===== src/rtl/stack_pkg.sv =====
package stack_pkg;
  // Strobes from control to datapath
  typedef struct packed {
    logic wrEn;   // write pushData at stackPtr+1
    logic rdEn;   // capture word at stackPtr into popData
  } stackStrobe_t;
endpackage


===== src/rtl/stack_dp.sv =====
module stack_dp
  import stack_pkg::*;
#(
  parameter int W  = 8,
  parameter int AW = 6
) (
  input  logic          clk,
  input  logic          rst,
  input  stackStrobe_t  strobe,
  input  logic [AW-1:0] ptr,
  input  logic [W-1:0]  wrData,
  output logic [W-1:0]  rdData
);
  localparam int DEPTH = 1 << AW;

  logic [W-1:0]  store [DEPTH];
  logic [AW-1:0] wrAddr;

  // pre-increment addressing for writes
  assign wrAddr = ptr + AW'(1);

  always_ff @(posedge clk) begin
    if (strobe.wrEn) store[wrAddr] <= wrData;
  end

  always_ff @(posedge clk) begin
    if (rst)              rdData <= '0;
    else if (strobe.rdEn) rdData <= store[ptr];
  end
endmodule


===== src/rtl/stack_ctrl.sv =====
module stack_ctrl
  import stack_pkg::*;
#(
  parameter int AW = 6
) (
  input  logic          clk,
  input  logic          rst,
  input  logic          push,
  input  logic          pop,
  output stackStrobe_t  strobe,
  output logic [AW-1:0] ptr,
  output logic          full,
  output logic          empty,
  output logic          reqErr
);
  logic          pushOnly, popOnly, pushOk, popOk, rejected;
  logic [AW-1:0] ptrUp, ptrDown;

  assign pushOnly = push & ~pop;
  assign popOnly  = pop & ~push;
  assign pushOk   = pushOnly & ~full;
  assign popOk    = popOnly & ~empty;
  assign rejected = (push & pop) | (pushOnly & full) | (popOnly & empty);
  assign ptrUp    = ptr + AW'(1);
  assign ptrDown  = ptr - AW'(1);

  always_comb begin
    strobe.wrEn = pushOk;
    strobe.rdEn = popOk;
  end

  always_ff @(posedge clk) begin
    if (rst) begin
      ptr    <= '0;
      full   <= 1'b0;
      empty  <= 1'b1;
      reqErr <= 1'b0;
    end else begin
      reqErr <= rejected;
      if (pushOk) begin
        ptr   <= ptrUp;
        empty <= 1'b0;
        if (ptrUp == '0) full <= 1'b1;
      end else if (popOk) begin
        ptr  <= ptrDown;
        full <= 1'b0;
        if (ptrDown == '0) empty <= 1'b1;
      end
    end
  end
endmodule


===== src/rtl/stack_top.sv =====
module stack_top
  import stack_pkg::*;
#(
  parameter int W  = 8,
  parameter int AW = 6
) (
  input  logic          clk,
  input  logic          rst,
  input  logic          push,
  input  logic          pop,
  input  logic [W-1:0]  pushData,
  output logic [W-1:0]  popData,
  output logic [AW-1:0] stackPtr,
  output logic          full,
  output logic          empty,
  output logic          reqErr
);
  stackStrobe_t strobe;

  stack_ctrl #(.AW(AW)) uCtrl (
    .clk(clk), .rst(rst), .push(push), .pop(pop),
    .strobe(strobe), .ptr(stackPtr), .full(full), .empty(empty), .reqErr(reqErr)
  );

  stack_dp #(.W(W), .AW(AW)) uDp (
    .clk(clk), .rst(rst), .strobe(strobe), .ptr(stackPtr),
    .wrData(pushData), .rdData(popData)
  );
endmodule


===== config.mk =====
export PLATFORM = sky130hd
export DESIGN_NAME = stack_top
export DESIGN_NICKNAME = d
export VERILOG_FILES = /design/src/rtl/stack_pkg.sv /design/src/rtl/stack_dp.sv /design/src/rtl/stack_ctrl.sv /design/src/rtl/stack_top.sv
export SDC_FILE = /design/constraint.sdc
export NUM_CORES = 1
export LEC_CHECK = 0
export BUFFER_PORTS_ARGS = -buffer_cell sky130_fd_sc_hd__buf_2
export CAP_MARGIN = 0
export CORE_ASPECT_RATIO = 0.7
export CORE_MARGIN = 10
export CORE_UTILIZATION = 35
export CTS_CLUSTER_SIZE = 30
export DETAILED_ROUTE_END_ITERATION = 10
export SLEW_MARGIN = 20
export SYNTH_ARGS = -nofsm -noshare
export SYNTH_HDL_FRONTEND = slang
export SYNTH_HIERARCHICAL = 1
export SYNTH_SLANG_ARGS = --single-unit

===== constraint.sdc =====
create_clock -name clk -period 3.15 [get_ports clk]
set_clock_uncertainty 0.15 [all_clocks]
set_input_delay 0 -clock clk [delete_from_list [all_inputs] [get_ports clk]]
set_output_delay 0 -clock clk [all_outputs]
set_load 0.1 [all_outputs]

==> impl_metrics.py, run 1 <==
metrics = {
    "hold_path": {
        "min_to": "uDp/store[53][4]",
        "hold_path.class": "in -> reg",
        "worstHoldPathCells": 1,
        "hp-start": "pushData[4]",
    },
    "clock_network": {
        "h-tree-depth": 2,
        "clock-sinks": 529,
        "clk_pin_slew_ns": 0.06,
        "tritoncts": "done",
        "cts_buffers": 48,
        "root_buffer": "clkbuf_16",
        "cts.path.max_buffers": 3,
        "clock_latency_ns": 0.56,
        "cts_setup_buffers": 0,
    },
    "placement": {
        "io_buffers": 28,
        "pre_cts_ws_ns": 0.425,
        "dp_hpwl_mm": 32.6,
        "gp_congestion": 0.824,
    },
    "floorplanning": {
        "die-area_um2": 69800,
        "coreArea_um2": 58600,
        "initial_utilization": 0.355,
        "die_width_um": 312,
        "pin_count": 29,
        "placementRows": 74,
        "die_h_um": 224,
    },
    "drt": {
        "drt-total-wl_mm": 51.3,
        "antenna_left": 0,
        "drc": 0,
        "avgViaCountPerCell": 5.33,
        "routedWlPerCell_um": 24.6,
        "vias": 11089,
        "firstDrtPassIters": 5,
        "drt_iter0_drc": 1327,
    },
    "global_routing": {
        "track_usage": 0.143,
        "grt_pass1_wl_mm": 75.6,
        "overflow": 0,
        "antenna_found_initial": 2,
        "grt_pass1_vias": 11055,
        "grt_max_degree": 90,
    },
    "timing": {
        "rsz0062_at_grt": "false",
        "max_freq_mhz": 357,
        "finalHoldViolations": 12,
        "setup_violations": 0,
        "setup_tns_ns": 0,
        "fin_ws_ns": 0.350,
        "slew_headroom": 0.384,
        "fin_hold_ws_ns": -0.0130,
        "worst_slew_pin_slew_ns": 0.923,
        "min_period_ns": 2.80,
        "drv_slew": 0,
        "fin_crit_sh": 0.889,
    },
    "critical_path": {
        "endpoint_kind": "register",
        "crit_path_start_kind": "register",
        "rr_worst_depth": 5,
        "crit_fanout": 16,
        "r2r-start": "uCtrl/ptr[3]",
        "crit_required_ns": 3.45,
        "cp.arrival_ns": 3.10,
        "critical_path_class": "reg -> reg",
        "worst-r2r-setup-slack_ns": 0.35,
        "rr_endpoint": "uDp/rdData[6]",
    },
    "cells_and_area": {
        "drive_gt1_frac": 0.210,
        "area_delta_synth_final_pct": 16.0,
        "layout_commonest_cell": "edfxtp_1",
        "final_net_count": 1263,
        "mostFrequentLayoutCells": "edfxtp_1, mux2i_1, buf_4, a22oi_1, nor2_1",
        "fill_cells": 5186,
    },
    "power_and_ir_drop": {
        "leakage_uw": 0.00744,
        "p_per_area_nw_per_um2": 597,
        "ir_drop_v": 0.000367,
    },
    "synthesis": {
        "ys_ff_latch": 529,
        "ys_seq_area_frac": 0.755,
        "synth_nets": 1134,
        "yosys_warnings": 6,
        "synthFlopType": "edfxtp_1",
        "synthCells": 1118,
        "yosysUniqueCellTypes": 44,
        "synth_edf_count": 512,
        "syn_area_um2": 20800,
        "async_flop_share": 0,
        "syn_avg_cell_area_um2": 18.6,
    },
    "status": {
        "violations": "hold timing",
        "status": "finished with violations",
    },
    "job": {
        "cap_violations": 0,
    },
}
[cell type report]
class	instances	area, µm²	share of cell area
inverters	5	20.0	0.000829
multi-input cells	517	4750	0.197
repair buffers	146	1160	0.0481
well taps	798	998	0.0413
clock buffers	67	1300	0.0540
clock inverters	19	188	0.00777
diodes	1	2.50	0.000104
flip-flops and latches	529	15700	0.651
[critical path, stage by stage (launching register included)]
cell and delay (ns):
dfxtp_1 0.61, inv_1 0.18, and3_1 0.45, a22oi_1 0.73, nand4_1 0.18, a221o_1 0.38
[synthesized netlist by cell type (3+ instances only)]
library cell,instances,area (µm²)
clkbuf_1,20,75.1
xnor2_1,5,43.8
and3_1,3,18.8
edfxtp_1,512,15400
nand4_1,18,113
mux4_2,61,1370
nor3b_1,9,67.6
nor3_1,8,40.0
ha_1,4,50.1
a21oi_1,5,25.0
a221o_1,8,80.1
nand2_1,14,52.6
o21ai_0,3,15.0
nor2b_1,5,31.3
mux4_1,3,78.8
buf_2,36,180
inv_1,4,15.0
xor2_1,7,61.3
buf_6,5,56.3
dfxtp_1,17,340
nand3_1,41,205
nor2_1,81,304
buf_4,3,22.5
a22oi_1,96,721
mux2i_1,128,1280
[power by group]
| group | switching (µW) | internal, µW | total [µW] |
|---|---|---|---|
| clock network | 2440 | 3210 | 5650 |
| logic | 644 | 358 | 1000 |
| registers | 33.2 | 7740 | 7770 |
[through the flow]
stage               instances  instance area [µm²]  power [µW]  utilization
finish                   2082                24100       14400        0.412
global route             2081                24100       14900        0.412
CTS                      2081                24100       14500        0.412
detailed placement       1982                22500        8910        0.384
global placement         1981                22500        8900        0.384
floorplan                1118                20800        8540            -
[per-layer routing]
metal / GRT usage / routed length, µm
met3: 0.0392 / 4860
met5: 0 / 0
met4: 0.0294 / 782
met2: 0.194 / 21000
met1: 0.224 / 24600
[how the worst max path moves through the flow]
stage                             from                to  slack, ns  cells after the start
after global routing      uCtrl/ptr[3]     uDp/rdData[6]       0.22                      5
final                     uCtrl/ptr[3]     uDp/rdData[6]       0.35                      5
after detailed placement  uCtrl/ptr[1]     uDp/rdData[6]       0.43                      5
after global placement    uCtrl/ptr[4]     uDp/rdData[6]       0.20                      4
after CTS                 uCtrl/ptr[1]     uDp/rdData[6]       0.42                      5
after floorplan           uCtrl/ptr[1]  uDp/store[22][0]       0.04                      6
[timing repair]
| action | in CTS | in global routing |
|---|---|---|
| resized for setup | 0 | 0 |
| hold buffers | 13 | 0 |
| endpoints found under the hold margin | 253 | 0 |
[flip-flops by register name, indices dropped and copies added, names as in the netlist]
| name | count |
|---|---|
| uCtrl/ptr | 6 |
| uCtrl/reqErr | 1 |
| uCtrl/empty | 1 |
| uDp/rdData | 8 |
| uDp/store | 512 |
| uCtrl/full | 1 |
[cells by family (layout without fill, tap and decap cells)]
family,Yosys count,after routing,share of synthesized area
xor+xnor,12,12,0.00505
simple gates,190,190,0.0447
buf+inv,72,237,0.0181
flops,529,529,0.755
compound gates,117,117,0.0426
fa+ha+maj,4,4,0.00240
other cells,0,1,0
mux,194,194,0.133
Note: power is estimated with default switching activity, not from simulation.
==> run 2: changes to the inputs <==
- CELL_PAD_IN_SITES_DETAIL_PLACEMENT: unset -> 1
- CELL_PAD_IN_SITES_GLOBAL_PLACEMENT: unset -> 1
- GPL_TIMING_DRIVEN: unset -> 0
- PLACE_DENSITY_LB_ADDON: unset -> 0.1
==> impl_metrics.py, run 2 (same netlist as run 1, synthesis figures left out) <==
metrics = {
    "drt": {
        "firstDrtPassIters": 5,
        "drc": 0,
        "vias": 10912,
        "avgViaCountPerCell": 5.30,
        "drt_iter0_drc": 987,
        "drt-total-wl_mm": 58.3,
        "antenna_left": 0,
        "routedWlPerCell_um": 28.3,
    },
    "critical_path": {
        "rr_worst_depth": 6,
        "path_cells": "or3b_4 > clkinv_2 > buf_4 > nor2b_1 > nand2_1 > nor2_2",
        "crit_path_start_kind": "register",
        "endpoint_kind": "register",
        "worst-r2r-setup-slack_ns": -0.07,
        "crit_required_ns": 3.22,
        "path_delay_family": "simple AND/OR/NAND/NOR gates",
        "crit_fanout": 8,
        "cp.arrival_ns": 3.29,
        "slowest_delay_ns": 0.69,
        "path_buf_inv": 2,
        "critical_path_class": "reg -> reg",
        "rr_endpoint": "uDp/store[57][2]",
        "slowest_stage": "nor2_2",
        "r2r-start": "uCtrl/full",
    },
    "power_and_ir_drop": {
        "leakage_uw": 0.00720,
        "p_per_area_nw_per_um2": 613,
        "ir_drop_v": 0.000439,
    },
    "cells_and_area": {
        "area_delta_synth_final_pct": 15.9,
        "final_net_count": 1235,
        "largest_register": "uDp/store",
        "largest_reg_flops": 512,
        "drive_gt1_frac": 0.229,
        "mostFrequentLayoutCells": "edfxtp_1, mux2i_1, a22oi_1",
        "layout_commonest_cell": "edfxtp_1",
        "fin_area_um2": 24100,
        "reg.largest.list": "uDp/store (512), uDp/rdData (8), uCtrl/ptr (6)",
        "final_util": 0.412,
        "fill_cells": 5604,
    },
    "timing": {
        "drv_slew": 0,
        "max_freq_mhz": 311,
        "worst_slew_pin_slew_ns": 1.02,
        "fin_ws_ns": -0.0705,
        "slew_headroom": 0.321,
        "rsz0062_at_grt": "true",
        "finalHoldViolations": 0,
        "min_period_ns": 3.22,
        "setup_tns_ns": -4.34,
        "setup_violations": 144,
        "fin_crit_sh": 1.02,
    },
    "clock_network": {
        "clock_latency_ns": 0.58,
        "tritoncts": "done",
        "clock-sinks": 529,
        "cts_buffers": 53,
        "h-tree-depth": 2,
        "cts.path.max_buffers": 3,
        "clk_pin_slew_ns": 0.06,
        "root_buffer": "clkbuf_16",
    },
    "floorplanning": {
        "die-area_um2": 69800,
        "pin_count": 29,
        "die_h_um": 224,
        "placementRows": 74,
        "coreArea_um2": 58600,
        "die_width_um": 312,
        "initial_utilization": 0.355,
    },
    "global_routing": {
        "grt_pass1_vias": 11328,
        "grt_max_degree": 65,
        "track_usage": 0.165,
        "antenna_found_initial": 0,
        "grt_pass1_wl_mm": 84.0,
        "overflow": 0,
    },
    "placement": {
        "io_buffers": 28,
        "dp_hpwl_mm": 38.0,
        "pre_cts_ws_ns": -0.341,
        "gp_congestion": 0.828,
        "placed_area_um2": 22000,
    },
    "hold_path": {
        "min_to": "uCtrl/full",
        "hp-start": "push",
        "hold_path.class": "in -> reg",
        "worstHoldPathCells": 4,
    },
    "job": {
        "cap_violations": 0,
    },
    "status": {
        "violations": "setup timing",
        "status": "finished with violations",
    },
}
[run 2: cell types whose count changed in the layout (fill, tap and decap cells not counted), moves of 3 or more]
cell,previous run,this run
nor2_1,79,18
clkbuf_16,49,53
buf_2,28,46
buf_1,0,3
buf_4,96,18
a22oi_2,0,9
nor2_4,0,27
a22oi_1,96,87
nor2_2,2,36
clkbuf_4,0,6
buf_6,1,5
buf_12,8,2
clkbuf_1,17,42
[run 2: repair_timing]
item                                    in CTS  in global routing
pin swaps                                    0                  5
endpoints found under the hold margin      457                 64
gates resized for setup                     47                 67
hold buffers                                12                  1
buffers inserted                             0                  5
endpoints found under the setup margin     385                452
[run 2: layout make-up]
class / count / area, µm² / area share
Tap cell: 798 / 998 / 0.0414
Clock buffer: 78 / 1440 / 0.0597
Sequential cell: 529 / 15700 / 0.651
Antenna cell: 1 / 2.50 / 0.000104
Clock inverter: 19 / 141 / 0.00586
Buffer: 67 / 382 / 0.0158
Inverter: 5 / 20.0 / 0.000829
Multi-Input combinational cell: 517 / 5080 / 0.211
Timing Repair Buffer: 46 / 353 / 0.0146
[run 2: per-layer routing]
metal	track usage	vias up	wire length [µm]
met5	0	-	0
met4	0.0255	0	631
met3	0.0376	45	3560
met2	0.240	272	24900
met1	0.251	5826	29200
li1	-	4769	-
[run 2: how the worst max path moves through the flow]
| stage | startpoint | to | slack [ns] | cells after the start |
|---|---|---|---|---|
| floorplan | uCtrl/ptr[1] | uDp/store[22][0] | 0.04 | 6 |
| global placement | uCtrl/ptr[1] | uDp/rdData[2] | -0.36 | 7 |
| detailed placement | uCtrl/ptr[1] | uDp/rdData[2] | -0.34 | 7 |
| CTS | uCtrl/ptr[0] | uDp/store[58][2] | -0.17 | 4 |
| global route | uCtrl/ptr[0] | uDp/store[13][2] | -0.24 | 7 |
| finish | uCtrl/full | uDp/store[57][2] | -0.07 | 6 |
[run 2: per-stage QoR]
stage               hold WS, ns  power, µW  instances
global placement          0.159       9000       1944
finish                    0.233      14800       2060
floorplan               -0.0511       8540       1118
CTS                       0.119      15000       2053
detailed placement        0.178       9010       1944
global route              0.250      15300       2059
[run 2: report_power, final]
group | switching, µW | internal [µW]
combinational | 758 | 360
clock | 2590 | 3320
sequential | 24.3 | 7740
[run 2: worst min-delay path, stage by stage]
cell and delay, ns:
dlygate4sd3_1 0.52, buf_2 0.15, nor3b_2 0.12, o32ai_1 0.12
